**config.mk**
```make
export PLATFORM = sky130hd
export DESIGN_NAME = mdio_mgmt_master
export DESIGN_NICKNAME = d
export VERILOG_FILES = /design/src/rtl/mdio_pkg.sv /design/src/rtl/mdio_shift_engine.sv /design/src/rtl/mdio_poll_status.sv /design/src/rtl/mdio_pin_mux.sv /design/src/rtl/mdio_mgmt_master.sv
export SDC_FILE = /design/constraint.sdc
export NUM_CORES = 1
export LEC_CHECK = 0
export BUFFER_PORTS_ARGS = -buffer_cell sky130_fd_sc_hd__buf_2
export CORE_ASPECT_RATIO = 1.1
export CORE_MARGIN = 8
export CORE_UTILIZATION = 25
export CTS_BUF_LIST = sky130_fd_sc_hd__clkbuf_2 sky130_fd_sc_hd__clkbuf_4 sky130_fd_sc_hd__clkbuf_8
export CTS_CLUSTER_SIZE = 28
export DETAILED_ROUTE_END_ITERATION = 8
export HOLD_SLACK_MARGIN = 0.06
export PLACE_DENSITY = 0.45
export SYNTH_ARGS = -nofsm -noshare
export SYNTH_HDL_FRONTEND = slang
export SYNTH_HIERARCHICAL = 1
export SYNTH_SLANG_ARGS = --single-unit
```
**constraint.sdc**
```tcl
create_clock -name clk -period 2.2 [get_ports clk]
set_clock_uncertainty 0.2 [all_clocks]
set_input_delay 0.22 -clock clk [delete_from_list [all_inputs] [get_ports clk]]
set_output_delay 0.22 -clock clk [all_outputs]
set_load 0.05 [all_outputs]
```
**src/rtl/mdio_pkg.sv**
```systemverilog
package mdio_pkg;
  localparam int FRM_W = 32;
  localparam int DAT_W = 16;
  localparam int TA_LSB = 16;
  localparam logic [1:0] START_SEQ = 2'b01;
  localparam logic [1:0] OP_READ   = 2'b10;
  localparam logic [1:0] TA_IDLE   = 2'b10;

  function automatic logic [FRM_W-1:0] poll_frame(input logic [4:0] phy_a, input logic [4:0] reg_a);
    return {START_SEQ, OP_READ, phy_a, reg_a, TA_IDLE, {DAT_W{1'b0}}};
  endfunction
endpackage

```
**src/rtl/mdio_shift_engine.sv**
```systemverilog
module mdio_shift_engine
  import mdio_pkg::*;
#(
  parameter int HALF_DIV = 2,
  parameter int PRE_LEN  = 32
) (
  input  logic             clk,
  input  logic             rst_n,
  input  logic             start,
  input  logic [FRM_W-1:0] word,
  input  logic             sdi,
  output logic             busy,
  output logic             done,
  output logic             mdc,
  output logic             sdo,
  output logic             drive,
  output logic             is_read,
  output logic [DAT_W-1:0] rdata
);
  localparam int PERIOD  = 2 * HALF_DIV;
  localparam int TOT     = PRE_LEN + FRM_W;
  localparam int PW      = (PERIOD > 1) ? $clog2(PERIOD) : 1;
  localparam int BW      = $clog2(TOT);
  localparam int DAT_POS = TOT - DAT_W;
  localparam int TA_POS  = DAT_POS - 2;

  logic [PW-1:0]    ph;
  logic [BW-1:0]    bi;
  logic [TOT-1:0]   sh;
  logic             busy_q, rd_q;
  logic [DAT_W-1:0] cap;

  wire last_ph = (ph == PW'(PERIOD - 1));
  wire mid_ph  = (ph == PW'(HALF_DIV));
  wire last_bi = (bi == BW'(TOT - 1));

  always_ff @(posedge clk) begin
    if (!rst_n) begin
      busy_q <= 1'b0;
      rd_q   <= 1'b0;
      ph     <= '0;
      bi     <= '0;
      sh     <= '1;
      cap    <= '0;
    end else if (!busy_q) begin
      if (start) begin
        busy_q <= 1'b1;
        ph     <= '0;
        bi     <= '0;
        sh     <= {{PRE_LEN{1'b1}}, word};
        rd_q   <= (word[FRM_W-3:FRM_W-4] == OP_READ);
      end
    end else begin
      if (mid_ph && rd_q && (bi >= BW'(DAT_POS)))
        cap <= {cap[DAT_W-2:0], sdi};
      if (last_ph) begin
        ph <= '0;
        if (last_bi) begin
          busy_q <= 1'b0;
        end else begin
          bi <= bi + 1'b1;
          sh <= {sh[TOT-2:0], 1'b1};
        end
      end else begin
        ph <= ph + 1'b1;
      end
    end
  end

  assign busy    = busy_q;
  assign done    = busy_q && last_ph && last_bi;
  assign mdc     = busy_q && !(ph < PW'(HALF_DIV));
  assign sdo     = busy_q ? sh[TOT-1] : 1'b1;
  assign drive   = busy_q && !(rd_q && (bi >= BW'(TA_POS)));
  assign is_read = rd_q;
  assign rdata   = cap;
endmodule

```
**src/rtl/mdio_poll_status.sv**
```systemverilog
module mdio_poll_status #(
  parameter int DW = 16
) (
  input  logic          clk,
  input  logic          rst_n,
  input  logic          upd,
  input  logic [DW-1:0] newv,
  input  logic          clr,
  input  logic [DW-1:0] mask,
  output logic [2*DW-1:0] bs,
  output logic          irq
);
  logic [DW-1:0] basic, chg;

  always_ff @(posedge clk) begin
    if (!rst_n) begin
      basic <= '0;
      chg   <= '0;
    end else begin
      if (upd) basic <= newv;
      chg <= (clr ? '0 : chg) | (upd ? (basic ^ newv) : '0);
    end
  end

  assign bs  = {basic, chg};
  assign irq = |(chg & ~mask);
endmodule

```
**src/rtl/mdio_pin_mux.sv**
```systemverilog
module mdio_pin_mux #(
  parameter int NUM_LINES = 2
) (
  input  logic                         bb_en,
  input  logic                         bb_mdc,
  input  logic                         bb_dout,
  input  logic                         bb_oe,
  input  logic                         eng_mdc,
  input  logic                         eng_sdo,
  input  logic                         eng_drive,
  input  logic [$clog2(NUM_LINES)-1:0] sel,
  input  logic [NUM_LINES-1:0]         line_in,
  output logic                         mdc,
  output logic                         mdio_o,
  output logic [NUM_LINES-1:0]         mdio_oe,
  output logic                         sdi
);
  localparam int SW = $clog2(NUM_LINES);
  logic oe_any;

  assign mdc    = bb_en ? bb_mdc  : eng_mdc;
  assign mdio_o = bb_en ? bb_dout : eng_sdo;
  assign oe_any = bb_en ? bb_oe   : eng_drive;
  assign sdi    = line_in[sel];

  for (genvar g = 0; g < NUM_LINES; g++) begin : g_line
    assign mdio_oe[g] = oe_any && (sel == SW'(g));
  end
endmodule

```
**src/rtl/mdio_mgmt_master.sv**
```systemverilog
module mdio_mgmt_master
  import mdio_pkg::*;
#(
  parameter int HALF_DIV = 2,
  parameter int PRE_LEN  = 32
) (
  input  logic        clk,
  input  logic        rst_n,
  input  logic        cfg_line_sel,
  input  logic        cfg_poll_en,
  input  logic        cfg_bb_en,
  input  logic [4:0]  cfg_poll_reg,
  input  logic [4:0]  cfg_poll_phy,
  input  logic        frm_valid,
  output logic        frm_ready,
  input  logic [31:0] frm_data,
  output logic [31:0] frm_status,
  input  logic        bb_mdc,
  input  logic        bb_dout,
  input  logic        bb_oe,
  output logic        bb_din,
  input  logic [15:0] irq_mask,
  input  logic        bs_rd,
  output logic [31:0] bs_value,
  output logic        irq,
  output logic        mdc,
  output logic        mdio_o,
  output logic [1:0]  mdio_oe,
  input  logic [1:0]  mdio_i
);
  localparam int NUM_LINES = 2;

  logic             eng_busy, eng_done, eng_mdc, eng_sdo, eng_drive, eng_rd, sdi;
  logic [DAT_W-1:0] eng_rdata;
  logic             frm_fire, poll_go, eng_start, cur_poll, poll_upd;
  logic [FRM_W-1:0] eng_word, frm_reg;

  assign frm_ready = !eng_busy && !cfg_bb_en;
  assign frm_fire  = frm_valid && frm_ready;
  assign poll_go   = !eng_busy && !cfg_bb_en && cfg_poll_en && !frm_valid;
  assign eng_start = frm_fire || poll_go;
  assign eng_word  = frm_fire ? frm_data : poll_frame(cfg_poll_phy, cfg_poll_reg);
  assign poll_upd  = eng_done && cur_poll;

  always_ff @(posedge clk) begin
    if (!rst_n) begin
      frm_reg  <= FRM_W'(1) << TA_LSB;
      cur_poll <= 1'b0;
    end else begin
      if (frm_fire) begin
        frm_reg         <= frm_data;
        frm_reg[TA_LSB] <= 1'b0;
        cur_poll        <= 1'b0;
      end else if (poll_go) begin
        cur_poll <= 1'b1;
      end
      if (eng_done && !cur_poll) begin
        frm_reg[TA_LSB] <= 1'b1;
        if (eng_rd) frm_reg[DAT_W-1:0] <= eng_rdata;
      end
    end
  end

  mdio_shift_engine #(.HALF_DIV(HALF_DIV), .PRE_LEN(PRE_LEN)) eng_i (
    .clk(clk), .rst_n(rst_n), .start(eng_start), .word(eng_word), .sdi(sdi),
    .busy(eng_busy), .done(eng_done), .mdc(eng_mdc), .sdo(eng_sdo),
    .drive(eng_drive), .is_read(eng_rd), .rdata(eng_rdata)
  );

  mdio_poll_status #(.DW(DAT_W)) stat_i (
    .clk(clk), .rst_n(rst_n), .upd(poll_upd), .newv(eng_rdata), .clr(bs_rd),
    .mask(irq_mask), .bs(bs_value), .irq(irq)
  );

  mdio_pin_mux #(.NUM_LINES(NUM_LINES)) mux_i (
    .bb_en(cfg_bb_en), .bb_mdc(bb_mdc), .bb_dout(bb_dout), .bb_oe(bb_oe),
    .eng_mdc(eng_mdc), .eng_sdo(eng_sdo), .eng_drive(eng_drive),
    .sel(cfg_line_sel), .line_in(mdio_i), .mdc(mdc), .mdio_o(mdio_o),
    .mdio_oe(mdio_oe), .sdi(sdi)
  );

  assign frm_status = frm_reg;
  assign bb_din     = sdi;
endmodule

```
== Word-level counts from Yosys, hierarchy flattened ==
Cells that the tools add are included.
Storage, ports and cells
  register bits after elaboration: 155
  input bits: 70
  output and inout port bits: 71
  logic and storage cells: 87
Cells by class
  add/sub/neg operators: 2
  order comparisons: 4
  equal/unequal tests: 6
  muxes and demuxes: 27
  bitwise gates (word level): 7
  reductions and logical operators: 29
Operators by type and width (number)
  2-to-1 mux 64 bit: 4
  2-to-1 mux 16 bit: 5
  2-to-1 mux 32 bit: 1
  2-to-1 mux 6 bit: 4
  bitwise AND 16 bit: 1
  NOT 16 bit: 1
  OR 16 bit: 1
  OR reduction 16 bit: 1
  XOR 16 bit: 1
  logical AND 1 bit: 15
  greater-or-equal comparator 6 bit (second input constant): 2
  2-to-1 mux 1 bit: 10
  adder 6 x 1 -> 6 bit (second input constant): 1
  == test 2 bit (second input constant): 3
  == test 6 bit (second input constant): 1
  zero test 1 bit: 6
  2-to-1 mux 2 bit: 3
  != test 2 bit (second input constant): 2
  AND reduction 2 bit: 2
  OR reduction 2 bit: 2
  NOT 1 bit: 3
  AND reduction 3 bit: 1
  adder 2 x 1 -> 2 bit (second input constant): 1
  < comparator 1 x 2 -> 1 bit (second input constant): 1
  other kinds (3): 3

== Longest topological paths before layout ==
  depth after elaboration: 7
  mapped depth: 11

== Hierarchy ==
The synthesis kept the hierarchy.
Modules (own cells, without submodules)
  mdio_shift_engine: instances 1, cells an instance 454, area each 3603.5 µm², seq. area each 1801.7 µm²
  mdio_mgmt_master: instances 1, cells an instance 209, area each 1520.2 µm², seq. area each 660.6 µm²
  mdio_poll_status: instances 1, cells an instance 157, area each 1520.2 µm², seq. area each 640.6 µm²
  mdio_pin_mux: instances 1, cells an instance 6, area each 53.8 µm², seq. area each 0.0 µm²

== Worst setup path before layout ==
OpenSTA, ideal clock, no wires.
  path type: register -> register
  from: register eng_i.busy_q (netlist: eng_i/busy)
  to: register eng_i.bi[5]
  arrival time: 2122 ps
  setup slack: -193 ps
  stages on the path, launching flop included: 10
  buffers on the path: 2
  period minus slack after synthesis: 2393 ps
  cells stage by stage: dfxtp_1 -> nor2_1 -> nand2_1 -> nand2_1 -> nor2b_1 -> buf_4 -> o22ai_4 -> buf_6 -> nor4_1 -> o2bb2ai_1
On the way
  longest elaborated chain between the ends: 7
  elaborated cells between the ends (all ways): 11
RTL lines
  start, declared: line mdio_shift_engine.sv:30  | logic busy_q, rd_q;
  start signal, assigned: line mdio_shift_engine.sv:39  | busy_q <= 1'b0;
  start signal, assigned: line mdio_shift_engine.sv:47  | busy_q <= 1'b1;
  start signal, assigned: line mdio_shift_engine.sv:59  | busy_q <= 1'b0;
  zero test 1 bit (*)
  logical AND 1 bit (*): line mdio_mgmt_master.sv:38  | assign frm_ready = !eng_busy && !cfg_bb_en;
  net frm_ready: line mdio_mgmt_master.sv:15  | output logic frm_ready,
  logical AND 1 bit (2 in series): line mdio_mgmt_master.sv:40  | assign poll_go = !eng_busy && !cfg_bb_en && cfg_poll_en && !frm_valid;
  logical OR 1 bit (*): line mdio_mgmt_master.sv:41  | assign eng_start = frm_fire || poll_go;
  net eng_start: line mdio_mgmt_master.sv:35  | logic frm_fire, poll_go, eng_start, cur_poll, poll_upd;
  nonzero test 2 bit (no source line) (*)
  AND reduction 3 bit (no source line) (*)
  end signal, assigned: line mdio_shift_engine.sv:61  | bi <= bi + 1'b1;
  end, declared: line mdio_shift_engine.sv:28  | logic [BW-1:0] bi;
Mark *: on every way through the listed nets, which the timed path passes. The rest lies on a longest branch.
A chain may end at the register's enable or synchronous reset.

== Worst setup path after layout ==
  from: register eng_i.bi[1]
  to: output mdio_oe[1]
On the way
  longest elaborated chain between the ends: 6
RTL lines
  greater-or-equal comparator 6 bit: line mdio_shift_engine.sv:74  | assign drive = busy_q && !(rd_q && (bi >= BW'(TA_POS)));
  logical AND 1 bit: line mdio_shift_engine.sv:74
  zero test 1 bit: line mdio_shift_engine.sv:74
  logical AND 1 bit: line mdio_shift_engine.sv:74
  net eng_drive: line mdio_mgmt_master.sv:33  | logic eng_busy, eng_done, eng_mdc, eng_sdo, eng_drive, eng_rd, sdi;
  2-to-1 mux 1 bit: line mdio_pin_mux.sv:23  | assign oe_any = bb_en ? bb_oe : eng_drive;
  logical AND 1 bit: line mdio_pin_mux.sv:27  | assign mdio_oe[g] = oe_any && (sel == SW'(g));
  end, declared: line mdio_mgmt_master.sv:28  | output logic [1:0] mdio_oe,
The timed path passes the listed nets, and every way through them passes these cells.

==> flow_metrics.tcl <==
set metrics [dict create \
    maxSlewViolCount 0 \
    cts_tree "built" \
    power_switching_mw 1.749 \
    synth_cell_types 44 \
    ioPinCount 141 \
    hold_viol 0 \
    instances_no_fill 1370 \
    period_share 0.9485 \
    clkPwrFrac 0.365 \
    drive_gt1_frac 0.2192 \
    dr_total_vias 5974 \
    final_cell_mix "nand2_1, dfxtp_1, buf_2, nand3_1, nor2b_1" \
    clk_latency_ps 460 \
    globalplace.congestion 0.7174 \
    regArea_mm2 0.003112 \
    cp_max_fo 4 \
    fin_area_mm2 0.008792 \
    yosysTopAreaCell "dfxtp_1" \
    firstDrtPassIters 4 \
    synth_ff_type "dfxtp_1" \
    grt_pass1_wl_um 31860 \
    overflow 0 \
    cts.sinks 155 \
    rows 63 \
    grt_usage 0.1226 \
    first_global_vias 6185 \
    max_clock_freq_ghz 0.4792 \
    avgRoutedWirePerCell_um 14.44 \
    area_growth_pct 31.27 \
    tightest_slew_ps 623.5 \
    layout.nets 1073 \
    rsz0062_at_grt "true" \
    path_clk_slew_ps 90 \
    num-fill-cells 2909 \
    root_buffer "clkbuf_8" \
    antenna_left 0 \
    h-tree-depth 4 \
    p_seq_frac 0.487 \
    place_area_mm2 0.007799 \
    fp.dieW_um 172.1 \
    final_util 0.3300 \
    start_kind "register" \
    post-dp-hpwl_um 12840 \
    die_h_um 187.7 \
    cellPowerDensity_mw_per_mm2 709.6 \
    viasPerCell 4.361 \
    tns_ps 0 \
    arrival_ps 1670 \
    slew_headroom 0.5825 \
    leakagePower_nw 3.920 \
    grt_start_max_net_pins 122 \
    die_area_mm2 0.03229 \
    p_int_mw 4.490 \
    syn_inst 826 \
    yosys_warnings 6 \
    cp-end-kind "output pin" \
    setup_violations 0 \
    power.share.combinational 0.149 \
    synth_edf_count 0 \
    ir_drop_mv 0.3207 \
    dp_slack_ps 59.85 \
    synth_top_area_frac 0.4633 \
    worst_hold_slack_ps 78.80 \
    synth_nets 899 \
    total_power_mw 6.239 \
    switching_share 0.2803 \
    setup_ws_ps 113.3 \
    design.core.area_mm2 0.02664 \
    final_common_cell "nand2_1" \
    status "finished clean" \
    wl_um 19780 \
    grt_antenna_before_repair 0 \
    fin_crit_ps 2087 \
    min_path_type "input port to register" \
    ys_ff_latch 155 \
    dp.cells 1287 \
    synth.avg_cell_area_um2 8.109 \
    drt_iter0_markers 293 \
    port_buffers 140 \
    start_util 0.2514 \
    clockBufferDepth 2 \
    cts_buffers 17 \
    cp.required_ps 1780 \
    multiInputGateArea_mm2 0.003216 \
    criticalPathCategory "register to output pin" \
    drc 0 \
    async_reset_ff_frac 0 \
    ys_seq_area_frac 0.4633 \
    diodes 0 \
    drv_cap 0 \
    synth_area_mm2 0.006698 \
    synthTopCellsByArea "dfxtp_1, nand2_1, nor2b_1" \
]
[power groups by stage]
| stage | logic, mW | registers [mW] | clock network (mW) |
|---|---|---|---|
| 2_1_floorplan | 0.519 | 3.18 | 0 |
| 6_report | 0.928 | 3.04 | 2.27 |
| 4_1_cts | 0.933 | 3.04 | 2.37 |
| 5_1_grt | 1.03 | 3.06 | 2.47 |
| 3_5_place_dp | 0.858 | 3.10 | 0 |
| 3_3_place_gp | 0.854 | 3.10 | 0 |
[cell type report]
| cell class | instances | share of cell area |
|---|---|---|
| Inverter | 23 | 0.009819 |
| Multi-Input combinational cell | 590 | 0.3657 |
| Timing Repair Buffer | 213 | 0.1730 |
| Clock buffer | 20 | 0.02988 |
| Sequential cell | 155 | 0.3539 |
| Clock inverter | 12 | 0.01679 |
| Tap cell | 357 | 0.05080 |
[sequential cells by signal, indices dropped and copies added, names as in the netlist]
signal and flops:
stat_i/basic 16, eng_i/busy 1, eng_i/is_read 1, frm_status 32, cur_poll 1, eng_i/bi 6, eng_i/sh 64, eng_i/rdata 16
stat_i/chg 16, eng_i/ph 2
[layer usage]
metal,up-vias,global-route usage,routed length (um)
li1,3073,-,-
met4,0,0.04414,280
met3,16,0.03870,1567
met1,2746,0.1598,9436
met5,-,0,0
met2,139,0.1862,8494
[kinds of logic after synthesis]
| group | share of synthesized area |
|---|---|
| adders and majority gates | 0.005605 |
| AOI/OAI and AO/OA | 0.09752 |
| muxes | 0.03344 |
| DFF | 0.4633 |
| buffers and inverters | 0.06183 |
| and+or+nand+nor | 0.3174 |
| xor gates and xnor gates | 0.02092 |
[worst paths after layout]
kind,startpoint,to,slack (ps),depth (start not counted)
setup reg to reg,eng_i/busy$_SDFF_PN0_,eng_i/bi[3]$_SDFFE_PN0P_,140,6
setup / recovery,eng_i/bi[1]$_SDFFE_PN0P_,mdio_oe[1],110,7
hold reg to reg,eng_i/sh[53]$_SDFFE_PN1P_,eng_i/sh[54]$_SDFFE_PN1P_,260,2
hold / removal,rst_n,eng_i/sh[62]$_SDFFE_PN1P_,80,3
[worst max-delay path: stages (launching register included)]
cell     delay, ps
dfxtp_2        340
buf_6          110
a31oi_1        150
nor2_1          70
nor2_1         120
mux2i_1        100
nor2b_1        140
buf_6          170
[Yosys cell counts, types with 3 or more instances]
| cell type | n |
|---|---|
| nand2_1 | 247 |
| dfxtp_1 | 155 |
| nand3_1 | 69 |
| nor2b_1 | 63 |
| nand4_1 | 32 |
| a21boi_0 | 29 |
| inv_1 | 22 |
| clkbuf_1 | 20 |
| mux2i_1 | 19 |
| a21oi_1 | 18 |
| buf_2 | 18 |
| a31oi_1 | 17 |
| o21ai_0 | 17 |
| xor2_1 | 16 |
| buf_4 | 9 |
| nor2_1 | 9 |
| buf_6 | 7 |
| nand2b_1 | 7 |
| and2_1 | 6 |
| a21boi_1 | 5 |
| a2111oi_1 | 3 |
| buf_1 | 3 |
| ha_1 | 3 |
| mux2_2 | 3 |
| o21a_1 | 3 |
| or3_1 | 3 |
[timing repair]
action,CTS,global route
hold buffers,47,0
setup buffers,0,6
endpoints found under the hold margin,70,0
pin swaps,0,6
cloned,0,1
setup endpoints to repair,3,59
gates resized for setup,6,17
Power figures use the tool's default switching activity.
